## config.mk

```make
export PLATFORM = sky130hd
export DESIGN_NAME = lts_line_sequencer
export DESIGN_NICKNAME = d
export VERILOG_FILES = /design/src/rtl/lts_pkg.sv /design/src/rtl/lts_frac_divider.sv /design/src/rtl/lts_line_counter.sv /design/src/rtl/lts_pulse_modulo.sv /design/src/rtl/lts_line_sequencer.sv
export SDC_FILE = /design/constraint.sdc
export NUM_CORES = 1
export LEC_CHECK = 0
export ABC_CLOCK_PERIOD_IN_PS = 8050
export BUFFER_PORTS_ARGS = -buffer_cell sky130_fd_sc_hd__clkbuf_2
export CAP_MARGIN = 20
export CORE_ASPECT_RATIO = 0.6
export CORE_MARGIN = 5
export CORE_UTILIZATION = 35
export CTS_CLUSTER_SIZE = 28
export DETAILED_ROUTE_END_ITERATION = 7
export PLACE_DENSITY = 0.62
export SLEW_MARGIN = 25
export SYNTH_ARGS = -nofsm -noshare
export SYNTH_HDL_FRONTEND = slang
export SYNTH_SLANG_ARGS = --single-unit
```

## constraint.sdc

```tcl
create_clock -name clk -period 8.05 [get_ports clk]
set_input_delay 1.2075 -clock clk [delete_from_list [all_inputs] [get_ports clk]]
set_output_delay 1.2075 -clock clk [all_outputs]
set_load 0.02 [all_outputs]
```

## src/rtl/lts_pkg.sv

```systemverilog
package lts_pkg;

   typedef enum logic {
      STD_60HZ = 1'b0,
      STD_50HZ = 1'b1
   } video_std_e;

   function automatic int unsigned max_u(input int unsigned a, input int unsigned b);
      return (a > b) ? a : b;
   endfunction

   function automatic int unsigned width_for(input int unsigned count);
      return (count < 2) ? 1 : $clog2(count);
   endfunction

endpackage

```

## src/rtl/lts_frac_divider.sv

```systemverilog
module lts_frac_divider #(
   parameter int unsigned ACC_W     = 32,
   parameter int unsigned FRAC_BITS = 12,
   parameter int unsigned INC_60    = 8791293,
   parameter int unsigned INC_50    = 8864320
) (
   input  logic                clk,
   input  logic                rst,
   input  lts_pkg::video_std_e std_act,
   output logic                line_tick
);
   localparam int unsigned INT_W = ACC_W - FRAC_BITS;
   localparam int unsigned SUM_W = ACC_W + 1;
   localparam logic [INT_W:0] ONE_P = 1;

   logic [ACC_W-1:0] inc;
   logic [INT_W-1:0] cnt_q;
   logic [INT_W:0]   period;

   assign inc = (std_act == lts_pkg::STD_50HZ) ? ACC_W'(INC_50) : ACC_W'(INC_60);

   generate
      if (FRAC_BITS > 0) begin : g_frac
         logic [FRAC_BITS-1:0] frac_q;
         logic [SUM_W-1:0]     sum;

         assign sum    = {1'b0, inc} + SUM_W'(frac_q);
         assign period = sum[SUM_W-1:FRAC_BITS];

         always_ff @(posedge clk) begin
            if (rst)            frac_q <= '0;
            else if (line_tick) frac_q <= sum[FRAC_BITS-1:0];
         end
      end else begin : g_int
         assign period = {1'b0, inc};
      end
   endgenerate

   assign line_tick = ({1'b0, cnt_q} == (period - ONE_P));

   always_ff @(posedge clk) begin
      if (rst)            cnt_q <= '0;
      else if (line_tick) cnt_q <= '0;
      else                cnt_q <= cnt_q + INT_W'(1);
   end

endmodule

```

## src/rtl/lts_line_counter.sv

```systemverilog
module lts_line_counter #(
   parameter int unsigned LINE_W         = 9,
   parameter int unsigned VBLANK_LINE_60 = 240,
   parameter int unsigned FRAME_LINES_60 = 263,
   parameter int unsigned VBLANK_LINE_50 = 256,
   parameter int unsigned FRAME_LINES_50 = 313
) (
   input  logic                clk,
   input  logic                rst,
   input  logic                line_tick,
   input  logic                std_sel,
   output lts_pkg::video_std_e std_act,
   output logic                vblank_start,
   output logic                frame_wrap
);
   logic [LINE_W-1:0] line_q;
   logic [LINE_W-1:0] last_line;
   logic [LINE_W-1:0] pre_blank;

   always_comb begin
      if (std_act == lts_pkg::STD_50HZ) begin
         last_line = LINE_W'(FRAME_LINES_50 - 1);
         pre_blank = LINE_W'(VBLANK_LINE_50 - 1);
      end else begin
         last_line = LINE_W'(FRAME_LINES_60 - 1);
         pre_blank = LINE_W'(VBLANK_LINE_60 - 1);
      end
   end

   assign frame_wrap   = line_tick && (line_q == last_line);
   assign vblank_start = line_tick && (line_q == pre_blank);

   always_ff @(posedge clk) begin
      if (rst) begin
         line_q  <= '0;
         std_act <= lts_pkg::video_std_e'(std_sel);
      end else if (line_tick) begin
         if (frame_wrap) begin
            line_q  <= '0;
            std_act <= lts_pkg::video_std_e'(std_sel);
         end else begin
            line_q  <= line_q + LINE_W'(1);
         end
      end
   end

endmodule

```

## src/rtl/lts_pulse_modulo.sv

```systemverilog
module lts_pulse_modulo #(
   parameter int unsigned PERIOD = 32
) (
   input  logic clk,
   input  logic rst,
   input  logic step,
   output logic pulse
);
   generate
      if (PERIOD <= 1) begin : g_every
         assign pulse = step;
      end else begin : g_count
         localparam int unsigned W = lts_pkg::width_for(PERIOD);
         logic [W-1:0] cnt_q;
         logic         at_end;

         assign at_end = (cnt_q == W'(PERIOD - 1));
         assign pulse  = step && at_end;

         always_ff @(posedge clk) begin
            if (rst)       cnt_q <= '0;
            else if (step) cnt_q <= at_end ? '0 : cnt_q + W'(1);
         end
      end
   endgenerate

endmodule

```

## src/rtl/lts_line_sequencer.sv

```systemverilog
module lts_line_sequencer #(
   parameter int unsigned ACC_W          = 32,
   parameter int unsigned FRAC_BITS      = 12,
   parameter int unsigned INC_60         = 8791293,
   parameter int unsigned INC_50         = 8864320,
   parameter int unsigned VBLANK_LINE_60 = 240,
   parameter int unsigned FRAME_LINES_60 = 263,
   parameter int unsigned VBLANK_LINE_50 = 256,
   parameter int unsigned FRAME_LINES_50 = 313,
   parameter int unsigned AUDIO_LINES    = 32
) (
   input  logic clk,
   input  logic rst,
   input  logic std_sel,
   output logic line_tick,
   output logic vblank_start,
   output logic frame_wrap,
   output logic audio_strobe
);
   localparam int unsigned MAX_LINES = lts_pkg::max_u(FRAME_LINES_60, FRAME_LINES_50);
   localparam int unsigned LINE_W    = lts_pkg::width_for(MAX_LINES);
   localparam int unsigned MIN_INC   = 2 << FRAC_BITS;

   generate
      if (FRAC_BITS >= ACC_W) begin : g_bad_frac
         $error("FRAC_BITS must be below ACC_W");
      end
      if (INC_60 < MIN_INC || INC_50 < MIN_INC) begin : g_bad_inc
         $error("each increment must give lines of at least two clocks");
      end
      if (VBLANK_LINE_60 < 1 || VBLANK_LINE_60 >= FRAME_LINES_60) begin : g_bad_v60
         $error("60 Hz blank line must lie inside the frame");
      end
      if (VBLANK_LINE_50 < 1 || VBLANK_LINE_50 >= FRAME_LINES_50) begin : g_bad_v50
         $error("50 Hz blank line must lie inside the frame");
      end
      if (AUDIO_LINES < 1) begin : g_bad_aud
         $error("AUDIO_LINES must be at least one");
      end
   endgenerate

   lts_pkg::video_std_e std_act;

   lts_frac_divider #(
      .ACC_W     (ACC_W),
      .FRAC_BITS (FRAC_BITS),
      .INC_60    (INC_60),
      .INC_50    (INC_50)
   ) u_div (
      .clk       (clk),
      .rst       (rst),
      .std_act   (std_act),
      .line_tick (line_tick)
   );

   lts_line_counter #(
      .LINE_W         (LINE_W),
      .VBLANK_LINE_60 (VBLANK_LINE_60),
      .FRAME_LINES_60 (FRAME_LINES_60),
      .VBLANK_LINE_50 (VBLANK_LINE_50),
      .FRAME_LINES_50 (FRAME_LINES_50)
   ) u_lines (
      .clk          (clk),
      .rst          (rst),
      .line_tick    (line_tick),
      .std_sel      (std_sel),
      .std_act      (std_act),
      .vblank_start (vblank_start),
      .frame_wrap   (frame_wrap)
   );

   lts_pulse_modulo #(
      .PERIOD (AUDIO_LINES)
   ) u_audio (
      .clk   (clk),
      .rst   (rst),
      .step  (line_tick),
      .pulse (audio_strobe)
   );

endmodule

```

* Word level (Yosys, flattened, before mapping)
Index checks and enable logic that the tools add are counted.
** Storage, ports and cells
- Register bits :: 47
- Bits in read-only memories :: 0
- Memories kept :: 0
- RAM bits :: 0
- Bits in latches :: 0
- Word-level logic and storage cells :: 29
- Output and inout port bits :: 4
** Cells by class
- Div/mod/pow operators :: 0
- Mux-type cells :: 8
- Eq/ne operators :: 4
- $lt $le $gt $ge :: 0
- Bitwise gates (word level) :: 0
- Reduce and logical (&&, ||, !) cells :: 7
- Multiply operators :: 0
- Add/subtract/negate cells :: 5
- Shift-type cells :: 0
** Operators with widths (count)
- adder 32 x 12 -> 33 bit :: 1
- == test 20 x 21 -> 1 bit :: 1
- subtractor 21 x 1 -> 21 bit, second input constant :: 1
- adder 20 x 1 -> 20 bit, second input constant :: 1
- 2-to-1 mux 17 bit :: 1
- 2-to-1 mux 5 bit :: 2
- adder 9 x 1 -> 9 bit, second input constant :: 1
- == test 9 x 8 -> 1 bit :: 1
- == test 9 bit :: 1
- 2-to-1 mux 9 bit :: 1
- 2-to-1 mux 6 bit :: 1
- adder 5 x 1 -> 5 bit, second input constant :: 1
- == test 5 bit, second input constant :: 1
- nonzero test 2 bit :: 2
- logical AND 1 bit :: 3
- 2-to-1 mux 1 bit :: 3
- AND reduction 2 bit :: 1
- OR reduction 2 bit :: 1

* Depth between registers and ports, before layout
Gate-level depths: netlist (run 1).
- Word-level depth :: 8
- Depth in mapped cells :: 15
- Gate-level depth less buffers :: 13

* Cells and area by module
From an unflattened synthesis (run 1), not the netlist that was laid out.
** Second synthesis, totals
- Cells, all modules :: 287
- Area total of the unflattened synthesis :: 2560.0 µm²
** Modules (own cells, without submodules)
- lts_frac_divider :: seq. area each 640.6 µm², cells an instance 213, times used 1, area an instance 1790.5 µm²
- lts_line_counter :: seq. area each 210.2 µm², cells an instance 50, times used 1, area an instance 519.2 µm²
- lts_pulse_modulo :: seq. area each 100.1 µm², cells an instance 24, times used 1, area an instance 250.2 µm²

* Worst setup path before layout (run 1)
No wires, ideal clock.
- Kind :: register -> output
- Start point :: register u_lines.std_act
- End point :: output vblank_start
- Path slack :: 2.950 ns
- Cell stages (with the launch flop) :: 13
- Path buffers :: 0
- Required time :: 6.843 ns
- Arrival :: 3.892 ns
- Cell sequence :: edfxtp_1 -> inv_1 -> ha_1 -> ha_1 -> a211oi_1 -> or4_4 -> a311oi_4 -> ha_1 -> xnor2_1 -> nand3_1 -> nor3_2 -> nand2_1 -> nor4_1
** Between the ends
- Longest elaborated chain between the ends :: 5
- Elaborated cells on any way between the ends :: 7
- Classes of those cells :: 2 x add/sub; 2 x eq/ne; 2 x mux; 1 x reduce/logical
** RTL lines
- start, declared :: RTL line lts_line_counter.sv:12 : output lts_pkg::video_std_e std_act,
- start signal, assigned :: RTL line lts_line_counter.sv:36 : std_act <= lts_pkg::video_std_e'(std_sel);
- start signal, assigned :: RTL line lts_line_counter.sv:40 : std_act <= lts_pkg::video_std_e'(std_sel);
- 2-to-1 mux 17 bit :: RTL line lts_frac_divider.sv:20 : assign inc = (std_act == lts_pkg::STD_50HZ) ? ACC_W'(INC_50) : ACC_W'(INC_60);
- adder 32 x 12 -> 33 bit :: RTL line lts_frac_divider.sv:27 : assign sum = {1'b0, inc} + SUM_W'(frac_q);
- subtractor 21 x 1 -> 21 bit :: RTL line lts_frac_divider.sv:39 : assign line_tick = ({1'b0, cnt_q} == (period - ONE_P));
- == test 20 x 21 -> 1 bit :: RTL line lts_frac_divider.sv:39
- logical AND 1 bit * :: RTL line lts_line_counter.sv:31 : assign vblank_start = line_tick && (line_q == pre_blank);
- end, declared :: RTL line lts_line_sequencer.sv:16 : output logic vblank_start,
Mark *: on every way between the ends. The rest lies on a longest branch, timed or not.

* Worst setup path in the final report (run 1)
Same ends and word-level chain as after synthesis.

==> run metrics, run 1 <==
status=finished, final reports clean; count of routing violations after the opening detailed-route iteration=between 200 and 250; largest stage delay on the critical path=between 0.5 and 0.6 ns; worst path setup slack after routing=2.38 ns; Setup crit end kind=output pin; final clock skew=0.00636 ns; final-report max-slew violation count=0; Cell variety after synth=46; Post-Route Utilization=between 30 and 40%; Static Leakage=0.00104 uW; endpoint arrival time on the critical path=roughly 4.5 ns; Diodes inserted=0; number of core rows=24; global-route wire length before repair=~9.7 mm; TritonCTS Buffers=5; maximum clock frequency=between 150 and 200 MHz; number of enable-type register cells in the synthesized netlist=1; sum of negative setup slack=0 ns; Final GP Congestion=0.842; endpoint of the worst register-to-register path=u_div.g_frac.frac_q[6]; clock tree from TritonCTS=built; synthesized cell area=0.00259 sq mm; # nets final=328; worst vdd rail ir drop=0.000106 V; die height=around 77 um; cell repeated most along the worst path=sky130_fd_sc_hd__ha_1; setup fix buffers added after clock tree synthesis=0; final setup vio count=0; critical register-to-register path startpoint=u_lines.std_act; top library cells by usage in the layout, fill and taps aside=sky130_fd_sc_hd__dfxtp_1, sky130_fd_sc_hd__nor2_1, sky130_fd_sc_hd__nand3_1, sky130_fd_sc_hd__nand2_1, sky130_fd_sc_hd__a21oi_1; most common cell after layout, fill and taps aside=sky130_fd_sc_hd__dfxtp_1; Hold Path Stages=2; Post-Synthesis Cells=305; mean post-synth cell area=8.50 sq um; fraction of layout cells with a size suffix above 1=8.01%; Resize count post-CTS=0; r2r worst-path depth=14; top-level port count=7; share of the clock period used by the worst path=70.4%; 1st-pass router iterations=4; area enclosed by the die boundary=about 0.0093 sq mm; sequential fraction of the synthesis area=between 30% and 40%; Data required, critical path=6.84 ns; cell type with the largest total area after synthesis=sky130_fd_sc_hd__dfxtp_1; detailed-route wire length per cell=13.2 um; synthesized net count=322; drt total wl=5.50 mm; effective utilization at floorplan=35.8%; Worst Hold Class=flip-flop to flip-flop; area of the placeable core=approximately 0.0072 sq mm; Hold Violations, Final=0; clk sink count=between 40 and 50; remaining max-slew budget at the tightest pin=31.9%; Worst Path Max Fanout=8; flop-to-flop setup slack=3.58 ns; overflow left after global routing=0; Clock Pin Slew Worst Setup and Hold Paths=roughly 0.06 ns; area growth from synthesis to layout=11.6%; number of antenna violations at the first check in global routing=0; total via count after detailed routing=2176; area share of the leading cell type in the synthesized netlist=35.5%; number of global-route vias before repair=2035; number of synthesized register bits=47; global router's overall resource usage=between 10% and 20%; final critical delay including setup and external delays=5.67 ns; critical path's slowest cell=sky130_fd_sc_hd__or4_4; Critical Path Start=u_lines.std_act; critical setup path kind=flip-flop to output pin; setup repair after global routing missed its margin=no; Die Span X=approximately 120 um; largest net degree at the start of global routing=26; main flop type after synthesis=sky130_fd_sc_hd__dfxtp_1; crit path cell chain=inv_1, ha_1, ha_1, a211oi_1, or4_4, a311oi_4, ha_1, xnor2_1, nand3_1, nor3_2, nand2_1, nor4_1, clkbuf_2; pre-CTS WS=2.66 ns; count of hold-fix buffers inserted at cts=0; endpoint of the worst hold-timing path=u_div.g_frac.frac_q[7]; I/O Buffers=6; Startpoint Class=flip-flop; H-tree Lvls=2; maximum root-to-sink buffer count=2; total buffers and inverters traversed by the critical path=2; top area cells in the synthesized netlist=sky130_fd_sc_hd__dfxtp_1, sky130_fd_sc_hd__ha_1, sky130_fd_sc_hd__xor2_1; cell at the root of the clock tree=sky130_fd_sc_hd__clkbuf_16; Power per Cell Area=169 mW/mm^2; fraction of registers with async set/reset=0%; Max-cap violations=0; post-route antenna net violation count=0; remaining design rule violation count=0; slew at the pin closest to its max-slew limit=1.01 ns; startpoint of the most critical hold path=u_div.g_frac.frac_q[7]; worst-skew pair later-pin latency=0.28 ns; vias per cell=5.23; kind of cell adding the most delay to the critical path=simple AND/OR/NAND/NOR gates; Synth warnings=0; sum of net half-perimeters after detailed placement=between 3 and 4 mm
## worst min-delay path: cells and delay by family (launching register included)
kind            cells  cell delay [ns]
flops               1             0.31
compound gates      1             0.05
simple gates        1             0.05
## sequential cells by signal (all words and copies together), names as in the netlist
name	cells
u_audio.g_count.cnt_q	5
u_div.cnt_q	20
u_div.g_frac.frac_q	12
u_lines.line_q	9
u_lines.std_act	1
## per-stage QoR
step                      total power [uW]  hold slack, ns  instance area, sq um  instances
final                                  489           0.462                  2890        416
after global routing                   509           0.482                  2890        416
after CTS                              495           0.463                  2890        416
after detailed placement               263           0.455                  2730        408
after global placement                 263           0.443                  2730        408
after floorplan                        258           0.436                  2590        305
## final cells by class
| cell class | count | area (sq um) |
|---|---|---|
| multi-input cells | 240 | 1570 |
| fillers | 731 | 4350 |
| clock inverters | 1 | 30.0 |
| well taps | 104 | 130 |
| repair buffers | 8 | 45.0 |
| flip-flops and latches | 47 | 951 |
| clock buffers | 7 | 133 |
| inverters | 9 | 33.8 |
## Yosys cell counts (4+ instances only)
master and number:
sky130_fd_sc_hd__inv_1 9, sky130_fd_sc_hd__and3_1 5, sky130_fd_sc_hd__nand4_1 7, sky130_fd_sc_hd__a21oi_1 25, sky130_fd_sc_hd__nor2_1 30, sky130_fd_sc_hd__dfxtp_1 46, sky130_fd_sc_hd__xnor2_1 14, sky130_fd_sc_hd__o31ai_1 7
sky130_fd_sc_hd__nand2_1 25, sky130_fd_sc_hd__nand3_1 26, sky130_fd_sc_hd__or4_1 8, sky130_fd_sc_hd__nor3_1 5, sky130_fd_sc_hd__nor2b_1 4, sky130_fd_sc_hd__o21ai_0 9, sky130_fd_sc_hd__nor4_1 4, sky130_fd_sc_hd__ha_1 14
sky130_fd_sc_hd__xor2_1 16, sky130_fd_sc_hd__clkbuf_1 7
## metal layers
layer,vias up,share of wire [%],track usage (%)
met5,-,0,0
met2,38,40,17.7
li1,1120,-,-
met1,1013,54,19.3
met3,5,4.5,3.16
met4,0,0.65,2.38
## cells by family after synthesis
logic type                 Yosys count  synth area share, %
AOI/OAI and AO/OA                   60                 15.2
xor gates and xnor gates            30                 10.1
adders and majority gates           14                 6.76
buffers and inverters               18                 2.90
DFF                                 47                 36.7
muxes                                4                 1.69
and+or+nand+nor                    132                 26.6
## worst max path at each step
stage	end	slack [ns]	cells past startpoint
6_report	vblank_start	2.38	13
3_3_place_gp	vblank_start	2.80	13
3_5_place_dp	vblank_start	2.66	13
5_1_grt	vblank_start	1.99	13
4_1_cts	vblank_start	2.36	13
2_1_floorplan	vblank_start	2.95	12
## power by group
group | switching (uW) | leakage (uW) | internal (uW) | total (uW)
combinational | 13.8 | 0.000582 | 6.52 | 20.3
sequential | 2.52 | 0.000381 | 235 | 237
clock | 84.8 | 0.0000781 | 147 | 232
total | 101 | 0.00104 | 388 | 489
Power figures use the tool's default switching activity.
==> inputs of run 2 (changes only) <==
--- a/config.mk
+++ b/config.mk
@@ -5,7 +5,7 @@
 export SDC_FILE = /design/constraint.sdc
 export NUM_CORES = 1
 export LEC_CHECK = 0
-export ABC_CLOCK_PERIOD_IN_PS = 8050
+export ABC_CLOCK_PERIOD_IN_PS = 4850
 export BUFFER_PORTS_ARGS = -buffer_cell sky130_fd_sc_hd__clkbuf_2
 export CAP_MARGIN = 20
 export CORE_ASPECT_RATIO = 0.6
@@ -13,7 +13,7 @@
 export CORE_UTILIZATION = 35
 export CTS_CLUSTER_SIZE = 28
 export DETAILED_ROUTE_END_ITERATION = 7
-export PLACE_DENSITY = 0.62
+export PLACE_DENSITY = 0.64
 export SLEW_MARGIN = 25
 export SYNTH_ARGS = -nofsm -noshare
 export SYNTH_HDL_FRONTEND = slang
==> constraint.sdc (replaced) <==
create_clock -name clk -period 4.85 [get_ports clk]
set_input_delay 0.7275 -clock clk [delete_from_list [all_inputs] [get_ports clk]]
set_output_delay 0.7275 -clock clk [all_outputs]
set_load 0.02 [all_outputs]
==> run 2 against run 1 <==
Combinational power up 81%. Register-to-register slack lost 2.9 ns. Core utilization up 0.99 points. Non-clock buffer count increased by 6. Wire length rose by 0.24%. Sequential share of layout area fell by 0.79 points. Setup slack worse by 2.2 ns. Die area unchanged. Sequential power increased by 66%. Power up 78%. Critical path depth unchanged. Via count increased by 1.7%. Critical endpoint unchanged. Highest routed layer unchanged.
==> run metrics, run 2 (synthesized netlist as in run 1, its figures left out) <==
Clock Pin Slew Worst Setup and Hold Paths=0.07 ns (about the same); combinational group share of total power=4.2% (about the same); number of antenna violations at the first check in global routing=0 (unchanged); sum of negative setup slack=0 ns (unchanged); total via count after detailed routing=2214 (+1.7%); Die Span X=121 um (unchanged); top library cells by usage in the layout, fill and taps aside=sky130_fd_sc_hd__dfxtp_1, sky130_fd_sc_hd__nor2_1, sky130_fd_sc_hd__nand3_1, sky130_fd_sc_hd__nand2_1, sky130_fd_sc_hd__a21oi_1; clk sink count=47 (unchanged); area growth from synthesis to layout=14.3%; global-route wire length before repair=9.14 mm (-5.8%); Hold Path Stages=2 (unchanged); power dissipated by switching net loads=171 uW (+70%); TritonCTS Buffers=5 (unchanged); kind of cell adding the most delay to the critical path=simple AND/OR/NAND/NOR gates; Largest register FFs=20 (unchanged); number of core rows=24 (unchanged); die height=76.7 um (unchanged); Startpoint Class=flip-flop; top-level port count=7 (unchanged); total power consumption of the routed design=869 uW (+78%); startpoint of the most critical hold path=u_audio.g_count.cnt_q[4]; most common cell after layout, fill and taps aside=sky130_fd_sc_hd__dfxtp_1; count of routing violations after the opening detailed-route iteration=180 (-27%); drt total wl=5.51 mm (+0.24%); slew at the pin closest to its max-slew limit=0.922 ns (-0.0918 ns); sw frac=19.7% (-0.92 points); area enclosed by the die boundary=0.00928 sq mm (unchanged); flop-to-flop setup slack=0.73 ns (-2.85 ns); share of the clock period used by the worst path=95.5%; critical path's slowest cell=sky130_fd_sc_hd__or4_4; sum of net half-perimeters after detailed placement=3.94 mm (-0.94%); maximum clock frequency=approximately 220 MHz; Static Leakage=0.00108 uW (+4.2%); Diodes inserted=0 (unchanged); Final GP Congestion=0.901 (+7.0%); cell repeated most along the worst path=sky130_fd_sc_hd__ha_1; worst-skew pair later-pin latency=0.29 ns (about the same); fraction of layout cells with a size suffix above 1=10.4% (+2.4 points); remaining design rule violation count=0 (unchanged); Post-Layout Inst Area=0.00296 sq mm (+2.5%); detailed-route wire length per cell=13.1 um (-1.2%); post-route antenna net violation count=0 (unchanged); endpoint arrival time on the critical path=3.90 ns (-0.56 ns); number of global-route vias before repair=1869 (-8.2%); setup repair after global routing missed its margin=no; final clock skew=0.00926 ns (+0.00290 ns); largest net degree at the start of global routing=26 (unchanged); part of the power in registers=45.3% (-3.2 points); Worst Hold Class=flip-flop to flip-flop; register ranked first by flip-flop count=u_div.cnt_q; area of the placeable core=0.00724 sq mm (unchanged); Hold Violations, Final=0 (unchanged); crit path cell chain=inv_2, ha_1, ha_1, a211oi_1, or4_4, a311oi_4, ha_1, xnor2_1, nand3_1, nor3_2, nand2_1, nor4_1, clkbuf_2; r2r worst-path depth=12 (-2); pre-CTS WS=0.426 ns (-2.24 ns); vias per cell=5.25 (+0.30%); critical register-to-register path startpoint=u_lines.std_act; overflow left after global routing=0 (unchanged); Power per Cell Area=293 mW/mm^2 (+73%); internal power consumption=697 uW (+80%); maximum root-to-sink buffer count=2 (unchanged); worst slack on hold paths=0.460 ns (-0.00168 ns); endpoint of the worst register-to-register path=u_lines.std_act; critical setup path kind=flip-flop to output pin; clock tree from TritonCTS=built; final critical delay including setup and external delays=4.63 ns; Placement Cell Area=0.00276 sq mm (+1.1%); cell at the root of the clock tree=sky130_fd_sc_hd__clkbuf_16; Data required, critical path=4.12 ns (-2.72 ns); remaining max-slew budget at the tightest pin=38.1% (+6.2 points); total buffers and inverters traversed by the critical path=2 (unchanged); 1st-pass router iterations=4 (unchanged); status=finished, final reports clean; registers with the most flip-flops=u_div.cnt_q: 20 flops, u_div.g_frac.frac_q: 12 flops, u_lines.line_q: 9 flops; endpoint of the worst hold-timing path=u_audio.g_count.cnt_q[4]; clock network power share=50.5% (+3.2 points); fillers=720 (-1.5%); global router's overall resource usage=11.9% (-0.68 points); final setup vio count=0 (unchanged); # nets final=334 (+1.8%); worst path setup slack after routing=0.220 ns (-2.16 ns); worst vdd rail ir drop=0.000136 V (+28%); I/O Buffers=6 (unchanged); H-tree Lvls=2 (unchanged); Max-cap violations=0 (unchanged); final-report max-slew violation count=0 (unchanged); Worst Path Max Fanout=7 (-1); effective utilization at floorplan=35.8% (unchanged); largest stage delay on the critical path=0.53 ns (about the same); Setup crit end kind=output pin
run 2: layout make-up:
class	instances	area (sq um)	share of cell area, %
Tap cell	104	130	4.39
Sequential cell	47	951	32.1
Timing Repair Buffer	14	90.1	3.04
Clock buffer	6	129	4.35
Multi-Input combinational cell	240	1570	53.0
Clock inverter	2	60.1	2.03
Inverter	9	33.8	1.14
run 2: what timing repair did:
action                     CTS  global route
hold buffers                 0             0
setup endpoints to repair    0             1
gates resized for setup      0             1
setup buffers                0             2
run 2: routing by layer:
layer | global-route usage (%) | vias up | share of wire (%)
met5 | 0 | - | 0
met3 | 3.60 | 2 | 3.8
met2 | 15.2 | 43 | 39
met4 | 2.15 | 0 | 0.34
li1 | - | 1135 | -
met1 | 19.1 | 1034 | 57
run 2: how the worst max path moves through the flow:
stage / start / end / cells past startpoint
CTS: u_lines.std_act / vblank_start / 13
global route: u_lines.std_act / vblank_start / 13
finish: u_lines.std_act / vblank_start / 13
floorplan: u_lines.std_act / vblank_start / 12
global placement: u_lines.std_act / vblank_start / 13
detailed placement: u_lines.std_act / vblank_start / 13
run 2: worst register-to-register path, delay by kind of cell, from the launching register on:
| family | cells | cell delay (ns) |
|---|---|---|
| compound gates | 3 | 1.02 |
| xor+xnor | 1 | 0.16 |
| fa+ha+maj | 3 | 0.74 |
| buf+inv | 1 | 0.15 |
| flops | 1 | 0.41 |
| mux | 1 | 0.29 |
| simple gates | 3 | 0.99 |
run 2: power groups by stage:
stage          logic [uW]  registers (uW)  clock network (uW)
2_1_floorplan        27.0             402                   0
3_3_place_gp         36.0             402                   0
3_5_place_dp         36.4             402                   0
4_1_cts              36.5             393                 451
5_1_grt              40.7             394                 465
6_report             36.8             393                 439
run 2: metrics by stage:
| stage | util (%) | std cells |
|---|---|---|
| global route | 40.9 | 422 |
| finish | 40.9 | 422 |
| CTS | 40.7 | 420 |
| floorplan | - | 305 |
| detailed placement | 38.1 | 412 |
| global placement | 38.1 | 412 |
==> inputs of run 3 (changes only) <==
--- a/config.mk
+++ b/config.mk
@@ -11,6 +11,7 @@
 export CORE_ASPECT_RATIO = 0.6
 export CORE_MARGIN = 5
 export CORE_UTILIZATION = 35
+export CTS_BUF_LIST = sky130_fd_sc_hd__clkbuf_16
 export CTS_CLUSTER_SIZE = 28
 export DETAILED_ROUTE_END_ITERATION = 7
 export PLACE_DENSITY = 0.64
==> run 3 against run 2 <==
Non-clock buffer count is the same. Wire length grew 0.85%. Sequential cell count is the same. Clock-buffer cell count shrank 1. First-iteration DRC count is the same. Critical path depth is the same. Worst hold slack is essentially flat. Power is essentially flat. Setup slack lost 0.0074 ns. Final area is the same.
==> run metrics, run 3 (synthesized netlist as in run 1, its figures left out) <==
clock tree from TritonCTS=built; kind of cell adding the most delay to the critical path=simple AND/OR/NAND/NOR gates; number of antenna violations at the first check in global routing=0 (unchanged); die height=76.7 um (unchanged); setup repair after global routing missed its margin=no; cell repeated most along the worst path=sky130_fd_sc_hd__ha_1; endpoint arrival time on the critical path=3.91 ns (about the same); Worst Hold Class=flip-flop to flip-flop; global router's overall resource usage=11.9% (unchanged); sum of net half-perimeters after detailed placement=3.94 mm (unchanged); Diodes inserted=0 (unchanged); Static Leakage=0.00109 uW (+0.38%); Data required, critical path=4.12 ns (about the same); Max-cap violations=0 (unchanged); Die Span X=121 um (unchanged); slew at the pin closest to its max-slew limit=0.926 ns (+0.00416 ns); worst slack on hold paths=0.460 ns (-0.0000570 ns); worst vdd rail ir drop=0.000137 V (+0.96%); Layout Cells excl Fill=422 (unchanged); registers with the most flip-flops=u_div.cnt_q: 20 flops, u_div.g_frac.frac_q: 12 flops, u_lines.line_q: 9 flops; endpoint of the worst hold-timing path=u_audio.g_count.cnt_q[4]; vias per cell=5.26 (+0.32%); final setup vio count=0 (unchanged); fillers=720 (unchanged); remaining max-slew budget at the tightest pin=37.8% (-0.28 points); pre-CTS WS=0.426 ns (unchanged); number of core rows=24 (unchanged); Final GP Congestion=0.901 (unchanged); area of the placeable core=0.00724 sq mm (unchanged); fraction of layout cells with a size suffix above 1=10.4% (unchanged); count of routing violations after the opening detailed-route iteration=180 (unchanged); Power per Cell Area=293 mW/mm^2 (about the same); worst-skew pair later-pin latency=0.29 ns (about the same); 1st-pass router iterations=5 (+1); most common cell after layout, fill and taps aside=sky130_fd_sc_hd__dfxtp_1; Critical Path Start=u_lines.std_act; cell at the root of the clock tree=sky130_fd_sc_hd__clkbuf_16; H-tree Lvls=2 (unchanged); Startpoint Class=flip-flop; TritonCTS Buffers=5 (unchanged); overflow left after global routing=0 (unchanged); Post-Layout Inst Area=0.00296 sq mm (unchanged); clk sink count=47 (unchanged); largest stage delay on the critical path=0.54 ns (about the same); Largest register FFs=20 (unchanged); share of the clock period used by the worst path=95.6% (+0.15 points); final critical delay including setup and external delays=4.64 ns (+0.00744 ns); count of hold-fix buffers inserted at cts=0 (unchanged); I/O Buffers=6 (unchanged); detailed-route wire length per cell=13.2 um (+0.85%); top library cells by usage in the layout, fill and taps aside=sky130_fd_sc_hd__dfxtp_1, sky130_fd_sc_hd__nor2_1, sky130_fd_sc_hd__nand3_1, sky130_fd_sc_hd__nand2_1, sky130_fd_sc_hd__a21oi_1; area growth from synthesis to layout=14.3% (unchanged); crit path cell chain=inv_2, ha_1, ha_1, a211oi_1, or4_4, a311oi_4, ha_1, xnor2_1, nand3_1, nor3_2, nand2_1, nor4_1, clkbuf_2; status=finished, final reports clean; drt total wl=5.56 mm (+0.85%); critical setup path kind=flip-flop to output pin; final-report max-slew violation count=0 (unchanged); sum of negative setup slack=0 ns (unchanged); area enclosed by the die boundary=0.00928 sq mm (unchanged); # nets final=334 (unchanged); Hold Violations, Final=0 (unchanged); storage element area=951 sq um (unchanged); largest net degree at the start of global routing=26 (unchanged); total buffers and inverters traversed by the critical path=2 (unchanged); remaining design rule violation count=0 (unchanged); top-level port count=7 (unchanged); cell count after placement=412 (unchanged); Placement Cell Area=0.00276 sq mm (unchanged); critical path's slowest cell=sky130_fd_sc_hd__or4_4; number of global-route vias before repair=1869 (unchanged); register ranked first by flip-flop count=u_div.cnt_q; Clock Pin Slew Worst Setup and Hold Paths=0.07 ns (about the same); final clock skew=0.00929 ns (+0.0000236 ns); endpoint of the worst register-to-register path=u_lines.std_act; critical register-to-register path startpoint=u_lines.std_act; multi-input gate area in the final layout=0.00157 sq mm (unchanged); maximum root-to-sink buffer count=2 (unchanged); worst path setup slack after routing=0.213 ns (-0.00744 ns); Setup crit end kind=output pin; Hold Path Stages=2 (unchanged); global-route wire length before repair=9.14 mm (unchanged); effective utilization at floorplan=35.8% (unchanged); r2r worst-path depth=12 (unchanged); startpoint of the most critical hold path=u_audio.g_count.cnt_q[4]; total via count after detailed routing=2221 (+0.32%); flop-to-flop setup slack=0.73 ns (about the same); maximum clock frequency=216 MHz (-0.16%); post-route antenna net violation count=0 (unchanged); Worst Path Max Fanout=7 (unchanged)
==> run 3: repair_timing <==
action,4_1_cts,5_1_grt
resized for setup,0,1
setup endpoints to repair,0,1
setup buffers,0,2
hold endpoints to repair,0,0
==> run 3: worst min-delay path: cells and delay by family, from the launching register on <==
family          cells  cell delay, ns
flops               1            0.31
simple gates        1            0.05
compound gates      1            0.05
==> run 3: routing by layer <==
layer	up-vias	global-route usage, %	part of all wire [%]
met5	-	0	0
met4	0	2.15	0.34
met3	2	3.60	5.3
met2	61	15.2	38
met1	1023	19.1	56
li1	1135	-	-
==> run 3: how the worst max path moves through the flow <==
stage                              end  slack (ns)  depth (start not counted)
after detailed placement  vblank_start        0.43                         13
after floorplan           vblank_start        0.23                         12
after CTS                 vblank_start        0.12                         13
after global routing      vblank_start      0.0006                         13
final                     vblank_start        0.21                         13
after global placement    vblank_start        0.60                         13
==> run 3: power by group <==
group / internal, uW / total [uW] / leakage (uW) / switching, uW
clock network: 294 / 438 / 0.0000952 / 144
registers: 390 / 393 / 0.000381 / 3.48
logic: 12.0 / 36.9 / 0.000613 / 24.9
==> run 3: per-stage QoR <==
step,total power [uW],util (%)
final,868,40.9
after detailed placement,438,38.1
after global placement,438,38.1
after global routing,897,40.9
after floorplan,429,-
after CTS,878,40.7
==> run 3: cell type report <==
type                       instances  share of cell area, %
timing repair buffer              14                   3.04
clock inverter                     3                   2.15
sequential                        47                   32.1
tap                              104                   4.39
inverter                           9                   1.14
multi-input combinational        240                   53.0
clock buffer                       5                   4.22
